## config.mk

```make
export PLATFORM = sky130hd
export DESIGN_NAME = instr_decoder
export DESIGN_NICKNAME = d
export VERILOG_FILES = /design/src/rtl/instr_dec_pkg.sv /design/src/rtl/instr_field_split.sv /design/src/rtl/prefix_latch.sv /design/src/rtl/imm_resolve.sv /design/src/rtl/instr_decoder.sv
export SDC_FILE = /design/constraint.sdc
export NUM_CORES = 1
export LEC_CHECK = 0
export ABC_AREA = 1
export CELL_PAD_IN_SITES_DETAIL_PLACEMENT = 0
export CELL_PAD_IN_SITES_GLOBAL_PLACEMENT = 1
export CORE_MARGIN = 10
export CORE_UTILIZATION = 40
export DETAILED_ROUTE_END_ITERATION = 10
export DONT_BUFFER_PORTS = 1
export PLACE_DENSITY_LB_ADDON = 0.1
export SLEW_MARGIN = 15
export SYNTH_ARGS = -nofsm -noshare
export SYNTH_HDL_FRONTEND = slang
export SYNTH_SLANG_ARGS = --single-unit
```

## constraint.sdc

```tcl
create_clock -name clk_i -period 1.5 [get_ports clk_i]
set_input_delay 0.375 -clock clk_i [delete_from_list [all_inputs] [get_ports clk_i]]
set_output_delay 0.375 -clock clk_i [all_outputs]
set_load 0.01 [all_outputs]
```

## src/rtl/instr_dec_pkg.sv

```systemverilog
package instr_dec_pkg;
  localparam int OPC_W = 6;
  localparam int REG_W = 5;
  localparam int IMM_W = 16;

  localparam logic [OPC_W-1:0] OPC_PREFIX = 6'b101100;
  localparam logic [OPC_W-1:0] OPC_AND_R  = 6'b100001;
  localparam logic [OPC_W-1:0] OPC_AND_I  = 6'b101001;
  localparam int               FMT_BIT    = 3;  // opcode bit that selects the immediate format
endpackage

```

## src/rtl/instr_field_split.sv

```systemverilog
module instr_field_split #(
  parameter int OPC_W = 6,
  parameter int REG_W = 5,
  parameter int IMM_W = 16,
  localparam int XLEN   = 2 * IMM_W,
  localparam int FUNC_W = XLEN - OPC_W - 3 * REG_W
) (
  input  logic [XLEN-1:0]   word_i,
  output logic [OPC_W-1:0]  opc_o,
  output logic [REG_W-1:0]  rd_o,
  output logic [REG_W-1:0]  ra_o,
  output logic [REG_W-1:0]  rb_o,
  output logic [FUNC_W-1:0] func_o,
  output logic [IMM_W-1:0]  lo_o
);
  localparam int OPC_LSB = XLEN - OPC_W;
  localparam int RD_LSB  = OPC_LSB - REG_W;
  localparam int RA_LSB  = RD_LSB - REG_W;
  localparam int RB_LSB  = RA_LSB - REG_W;

  assign opc_o  = word_i[OPC_LSB +: OPC_W];
  assign rd_o   = word_i[RD_LSB +: REG_W];
  assign ra_o   = word_i[RA_LSB +: REG_W];
  assign rb_o   = word_i[RB_LSB +: REG_W];
  assign func_o = word_i[FUNC_W-1:0];
  assign lo_o   = word_i[IMM_W-1:0];
endmodule

```

## src/rtl/prefix_latch.sv

```systemverilog
module prefix_latch #(
  parameter int IMM_W = 16
) (
  input  logic             clk_i,
  input  logic             rst_ni,
  input  logic             valid_i,
  input  logic             is_prefix_i,
  input  logic [IMM_W-1:0] lo_i,
  output logic             pend_o,
  output logic [IMM_W-1:0] hi_o
);
  // every issued word consumes the entry; a prefix re-arms it
  always_ff @(posedge clk_i or negedge rst_ni) begin
    if (!rst_ni) begin
      pend_o <= 1'b0;
      hi_o   <= '0;
    end else if (valid_i) begin
      pend_o <= is_prefix_i;
      if (is_prefix_i) hi_o <= lo_i;
    end
  end
endmodule

```

## src/rtl/imm_resolve.sv

```systemverilog
module imm_resolve #(
  parameter int IMM_W = 16,
  localparam int XLEN = 2 * IMM_W
) (
  input  logic             imm_fmt_i,
  input  logic             pend_i,
  input  logic [IMM_W-1:0] hi_i,
  input  logic [IMM_W-1:0] lo_i,
  output logic [XLEN-1:0]  imm_o
);
  always_comb begin
    if (!imm_fmt_i)  imm_o = '0;
    else if (pend_i) imm_o = {hi_i, lo_i};
    else             imm_o = {{IMM_W{lo_i[IMM_W-1]}}, lo_i};
  end
endmodule

```

## src/rtl/instr_decoder.sv

```systemverilog
module instr_decoder
  import instr_dec_pkg::*;
#(
  parameter int DEC_OPC_W = OPC_W,
  parameter int DEC_REG_W = REG_W,
  parameter int DEC_IMM_W = IMM_W
) (
  input  logic                   clk_i,
  input  logic                   rst_ni,
  input  logic                   valid_i,
  input  logic [2*DEC_IMM_W-1:0] instr_i,
  output logic [DEC_REG_W-1:0]   rd_o,
  output logic [DEC_REG_W-1:0]   ra_o,
  output logic [DEC_REG_W-1:0]   rb_o,
  output logic                   imm_fmt_o,
  output logic [2*DEC_IMM_W-1:0] imm_o,
  output logic                   is_prefix_o,
  output logic                   rd_we_o,
  output logic                   op_and_o
);
  localparam int XLEN   = 2 * DEC_IMM_W;
  localparam int FUNC_W = XLEN - DEC_OPC_W - 3 * DEC_REG_W;

  logic [DEC_OPC_W-1:0] opc;
  logic [FUNC_W-1:0]    func;
  logic [DEC_IMM_W-1:0] lo;
  logic                 pfx_pend;
  logic [DEC_IMM_W-1:0] pfx_hi;

  instr_field_split #(
    .OPC_W(DEC_OPC_W), .REG_W(DEC_REG_W), .IMM_W(DEC_IMM_W)
  ) u_split (
    .word_i(instr_i), .opc_o(opc), .rd_o(rd_o), .ra_o(ra_o),
    .rb_o(rb_o), .func_o(func), .lo_o(lo)
  );

  assign imm_fmt_o   = opc[FMT_BIT];
  assign is_prefix_o = (opc == OPC_PREFIX[DEC_OPC_W-1:0]);
  assign rd_we_o     = valid_i & ~is_prefix_o;
  assign op_and_o    = ((opc == OPC_AND_R[DEC_OPC_W-1:0]) && (func == '0)) ||
                       (opc == OPC_AND_I[DEC_OPC_W-1:0]);

  prefix_latch #(.IMM_W(DEC_IMM_W)) u_latch (
    .clk_i(clk_i), .rst_ni(rst_ni), .valid_i(valid_i),
    .is_prefix_i(is_prefix_o), .lo_i(lo), .pend_o(pfx_pend), .hi_o(pfx_hi)
  );

  imm_resolve #(.IMM_W(DEC_IMM_W)) u_imm (
    .imm_fmt_i(imm_fmt_o), .pend_i(pfx_pend), .hi_i(pfx_hi),
    .lo_i(lo), .imm_o(imm_o)
  );
endmodule

```

# --- After elaboration in Yosys (flattened, before gate mapping) ---
# Index checks and enable logic that the tools add are counted.
totals:
  elab_cells: 13
  ff_bits: 17
  output_inout_bits: 51
op_classes:
  n_reduce_logical: 4
  eq_ne: 3
  bitwise_logic: 2
  muxes: 2
ops:
  columns: ["cell", "n"]
  rows:
  - ["$mux W32", 2]
  - ["$eq A6 B6 Y1 const B", 3]
  - ["$logic_not A11 Y1", 1]
  - ["$reduce_and A2 Y1", 1]
  - ["$and A1 B1 Y1", 1]
  - ["$logic_and A1 B1 Y1", 1]
  - ["$logic_or A1 B1 Y1", 1]
  - ["$not A1 Y1", 1]

# --- Longest topological paths before layout ---
depth:
  ltp_word: 3
  ltp_mapped: 7

# --- Cells and area by module ---
# From an unflattened synthesis, not the netlist that was laid out.
hier_totals:
  cells_unflattened: 219
  area_unflattened_um2: 1567.8
by_module_without_submodules:
  columns: ["mod", "instances", "cells_each", "area_each_um2"]
  rows:
  - ["prefix_latch", 1, 73, 721.9]
  - ["imm_resolve", 1, 73, 369.1]
  - ["instr_field_split", 1, 48, 360.3]
  - ["instr_decoder", 1, 25, 116.4]

# --- Worst setup path before layout ---
# No wires, ideal clock.
synth_timing:
  kind: "input to output"
  start: "input instr_i[31]"
  end: "output rd_we_o"
  setup_slack_ns: -0.006
  t_required_ns: 1.125
  arrival_ns: 1.131
  cell_stages: 5
  path_cell_list: "inv_1 -> nor2_4 -> inv_1 -> nor3_1 -> nor2_1"
synth_via:
  elab_chain_len: 3
synth_lines:
  columns: ["element", "line", "source"]
  rows:
  - ["start, declared", "instr_decoder.sv:11", "input logic [2*DEC_IMM_W-1:0] instr_i,"]
  - ["$eq A6 B6 Y1", "instr_decoder.sv:38", "assign is_prefix_o = (opc == OPC_PREFIX[DEC_OPC_W-1:0]);"]
  - ["named net is_prefix_o", "instr_decoder.sv:17", "output logic is_prefix_o,"]
  - ["$not A1 Y1", "instr_decoder.sv:39", "assign rd_we_o = valid_i & ~is_prefix_o;"]
  - ["$and A1 B1 Y1", "instr_decoder.sv:39", null]
  - ["end, declared", "instr_decoder.sv:18", "output logic rd_we_o,"]
# The timed path passes the listed nets, and every way through them passes these cells.

# --- Final worst setup path ---
layout_timing:
  start: "register u_latch.pend_o"
  end: "output imm_o[22]"
layout_via:
  elab_chain_len: 2
layout_lines:
  columns: ["element", "line", "source"]
  rows:
  - ["start, declared", "prefix_latch.sv:9", "output logic pend_o,"]
  - ["start signal, assigned", "prefix_latch.sv:18", "pend_o <= is_prefix_i;"]
  - ["$mux W32", "imm_resolve.sv:13", "else if (pend_i) imm_o = {hi_i, lo_i};"]
  - ["$mux W32", "imm_resolve.sv:12", "if (!imm_fmt_i) imm_o = '0;"]
  - ["end, declared", "instr_decoder.sv:16", "output logic [2*DEC_IMM_W-1:0] imm_o,"]
# No other way between the ends.

==> results_tabular.tex <==
\begin{tabular}{lr}
\hline
Metric & Value \\
\hline
\multicolumn{2}{l}{\textbf{Critical path}} \\
Sort of element at the start of the critical path & flop \\
Setup Crit Path Kind & flop to output port \\
Origin of the critical flop-to-flop path & u\_latch.pend\_o\$\_DFFE\_PN0P\_ \\
Reg2reg path depth & 2 \\
Reg2Reg Setup Slack & 0.71 ns \\
Worst path required time & 1.12 ns \\
Worst reg2reg endpoint & u\_latch.pend\_o\$\_DFFE\_PN0P\_ \\
Critical Path Source & u\_latch.pend\_o\$\_DFFE\_PN0P\_ \\
CP Capture Type & output port \\
Largest driver fanout on the critical path & 8 \\
Critical path arrival & 1.24 ns \\
\multicolumn{2}{l}{\textbf{Floorplanning}} \\
Row cnt & 20 \\
Area enclosed by the die boundary & 5810 sq um \\
Overall die width & 76.2 microns \\
Vert. Die Dim & 76.2 microns \\
Total I/O pin count & 86 \\
Core box area & 3030 sq um \\
Starting density of the core & 0.418 \\
\multicolumn{2}{l}{\textbf{Routing}} \\
Final antenna-violating net count & 0 \\
Routed vias/inst & 4.92 \\
Total wire length & 3730 microns \\
DRT Pass-1 Iters & 4 \\
Avg WL per Cell & 16.0 microns \\
DR DRC count & 0 \\
Vias after detailed routing & 1146 \\
Drt first-iter violations & 64 \\
\multicolumn{2}{l}{\textbf{Global routing}} \\
Pin count of the biggest net entering global routing & 21 \\
Global-route wire length before repair & 5930 microns \\
Sum of overflow across all layers after global routing & 0 \\
Total GRT Usage & 0.122 \\
Initial antenna violation count & 0 \\
Via count of the first global-routing pass & 1116 \\
\multicolumn{2}{l}{\textbf{Final layout}} \\
Number of nets at the end of the flow & 225 \\
Synth-to-Final Area Change & 10.7\% \\
Number of inserted diodes & 0 \\
Fraction of final layout cells with drive strength greater than 1 & 0.233 \\
Fill cells & 342 \\
\multicolumn{2}{l}{\textbf{Power}} \\
Cell leakage power & 0.784 nW \\
Total power per unit cell area & 726 nW/um\^{}2 \\
Peak VDD IR & 0.000178 V \\
\multicolumn{2}{l}{\textbf{Min path}} \\
Hold Path Sink & u\_latch.pend\_o\$\_DFFE\_PN0P\_ \\
Classification of the worst-slack hold path & input pin to flop \\
Startpoint of the lowest-slack hold path & valid\_i \\
Cell count of the worst hold path & 1 \\
\multicolumn{2}{l}{\textbf{STA}} \\
RSZ-0062 raised after global routing & true \\
Share of the clock period used by the worst path & 1.08 \\
WHS & 0.188 ns \\
Max-slew violations & 0 \\
Slew of the pin with the lowest slew margin & 0.771 ns \\
Number of hold violations in the final report & 0 \\
Endpoints failing setup & 16 \\
Final worst path period need & 1.62 ns \\
Final worst slack & -0.116 ns \\
Max\_slew headroom & 0.484 \\
Worst clock skew & 0 ns \\
Highest attainable clock frequency & 0.619 GHz \\
Final setup TNS & -1.56 ns \\
\multicolumn{2}{l}{\textbf{Synthesis}} \\
Post-synthesis cell count & 188 \\
Ys Warns & 0 \\
Total nets after synthesis & 223 \\
Seq/Total Area, Yosys & 0.336 \\
Mapped cell area & 1260 sq um \\
Yosys top cell by area & sky130\_fd\_sc\_hd\_\_dfrtp\_1 \\
Number of register bits inferred by synthesis & 17 \\
Avg Cell Area, Syn & 6.73 sq um \\
Library cells used by synthesis & 18 \\
Synth top area share & 0.336 \\
Largest cells by area after synthesis & sky130\_fd\_sc\_hd\_\_dfrtp\_1 34\%, sky130\_fd\_sc\_hd\_\_nand2\_1 21\%, sky130\_fd\_sc\_hd\_\_buf\_4 10\%, sky130\_fd\_sc\_hd\_\_nand4\_1 7.9\%, sky130\_fd\_sc\_hd\_\_inv\_1 6.5\% \\
\multicolumn{2}{l}{\textbf{Clocking}} \\
Setup repair bufs after CTS & 0 \\
Clock Pin Slew Worst Setup and Hold Paths & 0.09 ns \\
CTS Sinks & 17 \\
H-Tree Level Count & 1 \\
CTS Buf Count & 3 \\
Clock Latency Late Sink & 0.29 ns \\
TritonCTS clock tree & built \\
Maximum root-to-sink buffer count & 2 \\
Root Buffer Master & sky130\_fd\_sc\_hd\_\_clkbuf\_4 \\
\multicolumn{2}{l}{\textbf{Placement}} \\
Placer congestion estimate & 0.754 \\
Number of I/O port buffers & 0 \\
Detailed Place HPWL & 2870 microns \\
\multicolumn{2}{l}{\textbf{Status}} \\
Result of the run & finished with violations \\
Violated checks & setup timing \\
\multicolumn{2}{l}{\textbf{Flow run}} \\
MaxCap Viol Count & 0 \\
\hline
\end{tabular}
## flip-flops by register name (all words and copies together), names as in the netlist
| register | cells |
|---|---|
| u_latch.hi_o | 16 |
| u_latch.pend_o | 1 |
## where the power goes
part	switching, W	total, W	internal, W
logic	0.000136	0.000224	0.0000874
registers	0.0000333	0.000547	0.000514
clock network	0.000146	0.000246	0.0000993
total	0.000316	0.00102	0.000701
## Yosys cell counts, drive strengths merged
master / count
nand2: 71
o21ai: 1
nand3: 3
dfrtp: 17
inv: 22
nor2: 12
clkbuf: 2
clkinv: 1
nand4: 16
a21oi: 16
nor3: 2
buf: 25
## worst max-delay path by stage
stage / end / slack [ns] / depth (start not counted)
after global placement: imm_o[31] / 0.07 / 4
after detailed placement: imm_o[25] / 0.03 / 4
final: imm_o[22] / -0.12 / 4
after CTS: imm_o[21] / -0.1 / 4
after floorplan: imm_o[18] / 0.05 / 4
after global routing: imm_o[25] / -0.21 / 4
## logic make-up (layout without fill, tap and decap cells)
family	count (synthesis)	count (layout)	synth area share
AO/OA/AOI/OAI	17	17	0.0673
flip-flops	17	17	0.336
buffers and inverters	50	50	0.217
AND/OR/NAND/NOR	104	105	0.380
## layer usage
metal	GRT usage	vias up	wire, microns
met1	0.148	506	1640
met2	0.184	57	1670
met5	0	-	0
met4	0.0558	0	70
li1	-	575	-
met3	0.0483	8	351
## worst max-delay path: stages (launching register included)
cell and delay (ns):
sky130_fd_sc_hd__dfrtp_1 0.43, sky130_fd_sc_hd__inv_2 0.13, sky130_fd_sc_hd__nand2_4 0.11, sky130_fd_sc_hd__a21oi_1 0.14
sky130_fd_sc_hd__buf_4 0.14
## layout by cell type, fill, tap and decap left out, types with 2 or more instances in the layout
master / netlist / layout
sky130_fd_sc_hd__nand2_4: 1 / 3
sky130_fd_sc_hd__a21oi_2: 0 / 10
sky130_fd_sc_hd__nor2_1: 10 / 10
sky130_fd_sc_hd__nand2_1: 70 / 69
sky130_fd_sc_hd__nand3_1: 2 / 2
sky130_fd_sc_hd__a21oi_1: 16 / 6
sky130_fd_sc_hd__inv_1: 22 / 21
sky130_fd_sc_hd__nand4_1: 16 / 16
sky130_fd_sc_hd__dfrtp_1: 17 / 17
sky130_fd_sc_hd__buf_4: 17 / 21
sky130_fd_sc_hd__clkbuf_4: 0 / 3
## cell type report
class	count	area, sq um	area share
multi-input cells	122	627	0.448
flip-flops and latches	17	425	0.304
repair buffers	23	179	0.128
inverters	23	86.3	0.0617
well taps	44	55.1	0.0393
clock buffers	3	22.5	0.0161
clock inverters	1	5.00	0.00357
## repair_timing
| action | CTS | global route |
|---|---|---|
| pin swaps | 1 | 0 |
| hold buffers | 1 | 0 |
| endpoints found under the hold margin | 17 | 0 |
| resized for setup | 6 | 11 |
| endpoints found under the setup margin | 16 | 16 |
| cloned | 1 | 1 |
## per-stage QoR
| step | worst slack (ns) | utilization | total power, W | cells | area [sq um] |
|---|---|---|---|---|---|
| 3_5_place_dp | 0.0251 | 0.428 | 0.000760 | 226 | 1290 |
| 4_1_cts | -0.0979 | 0.449 | 0.00102 | 232 | 1360 |
| 3_3_place_gp | 0.0719 | 0.428 | 0.000754 | 226 | 1290 |
| 2_1_floorplan | 0.0461 | - | 0.000748 | 188 | 1270 |
| 5_1_grt | -0.206 | 0.462 | 0.00108 | 233 | 1400 |
| 6_report | -0.116 | 0.462 | 0.00102 | 233 | 1400 |
Power figures use the tool's default switching activity.
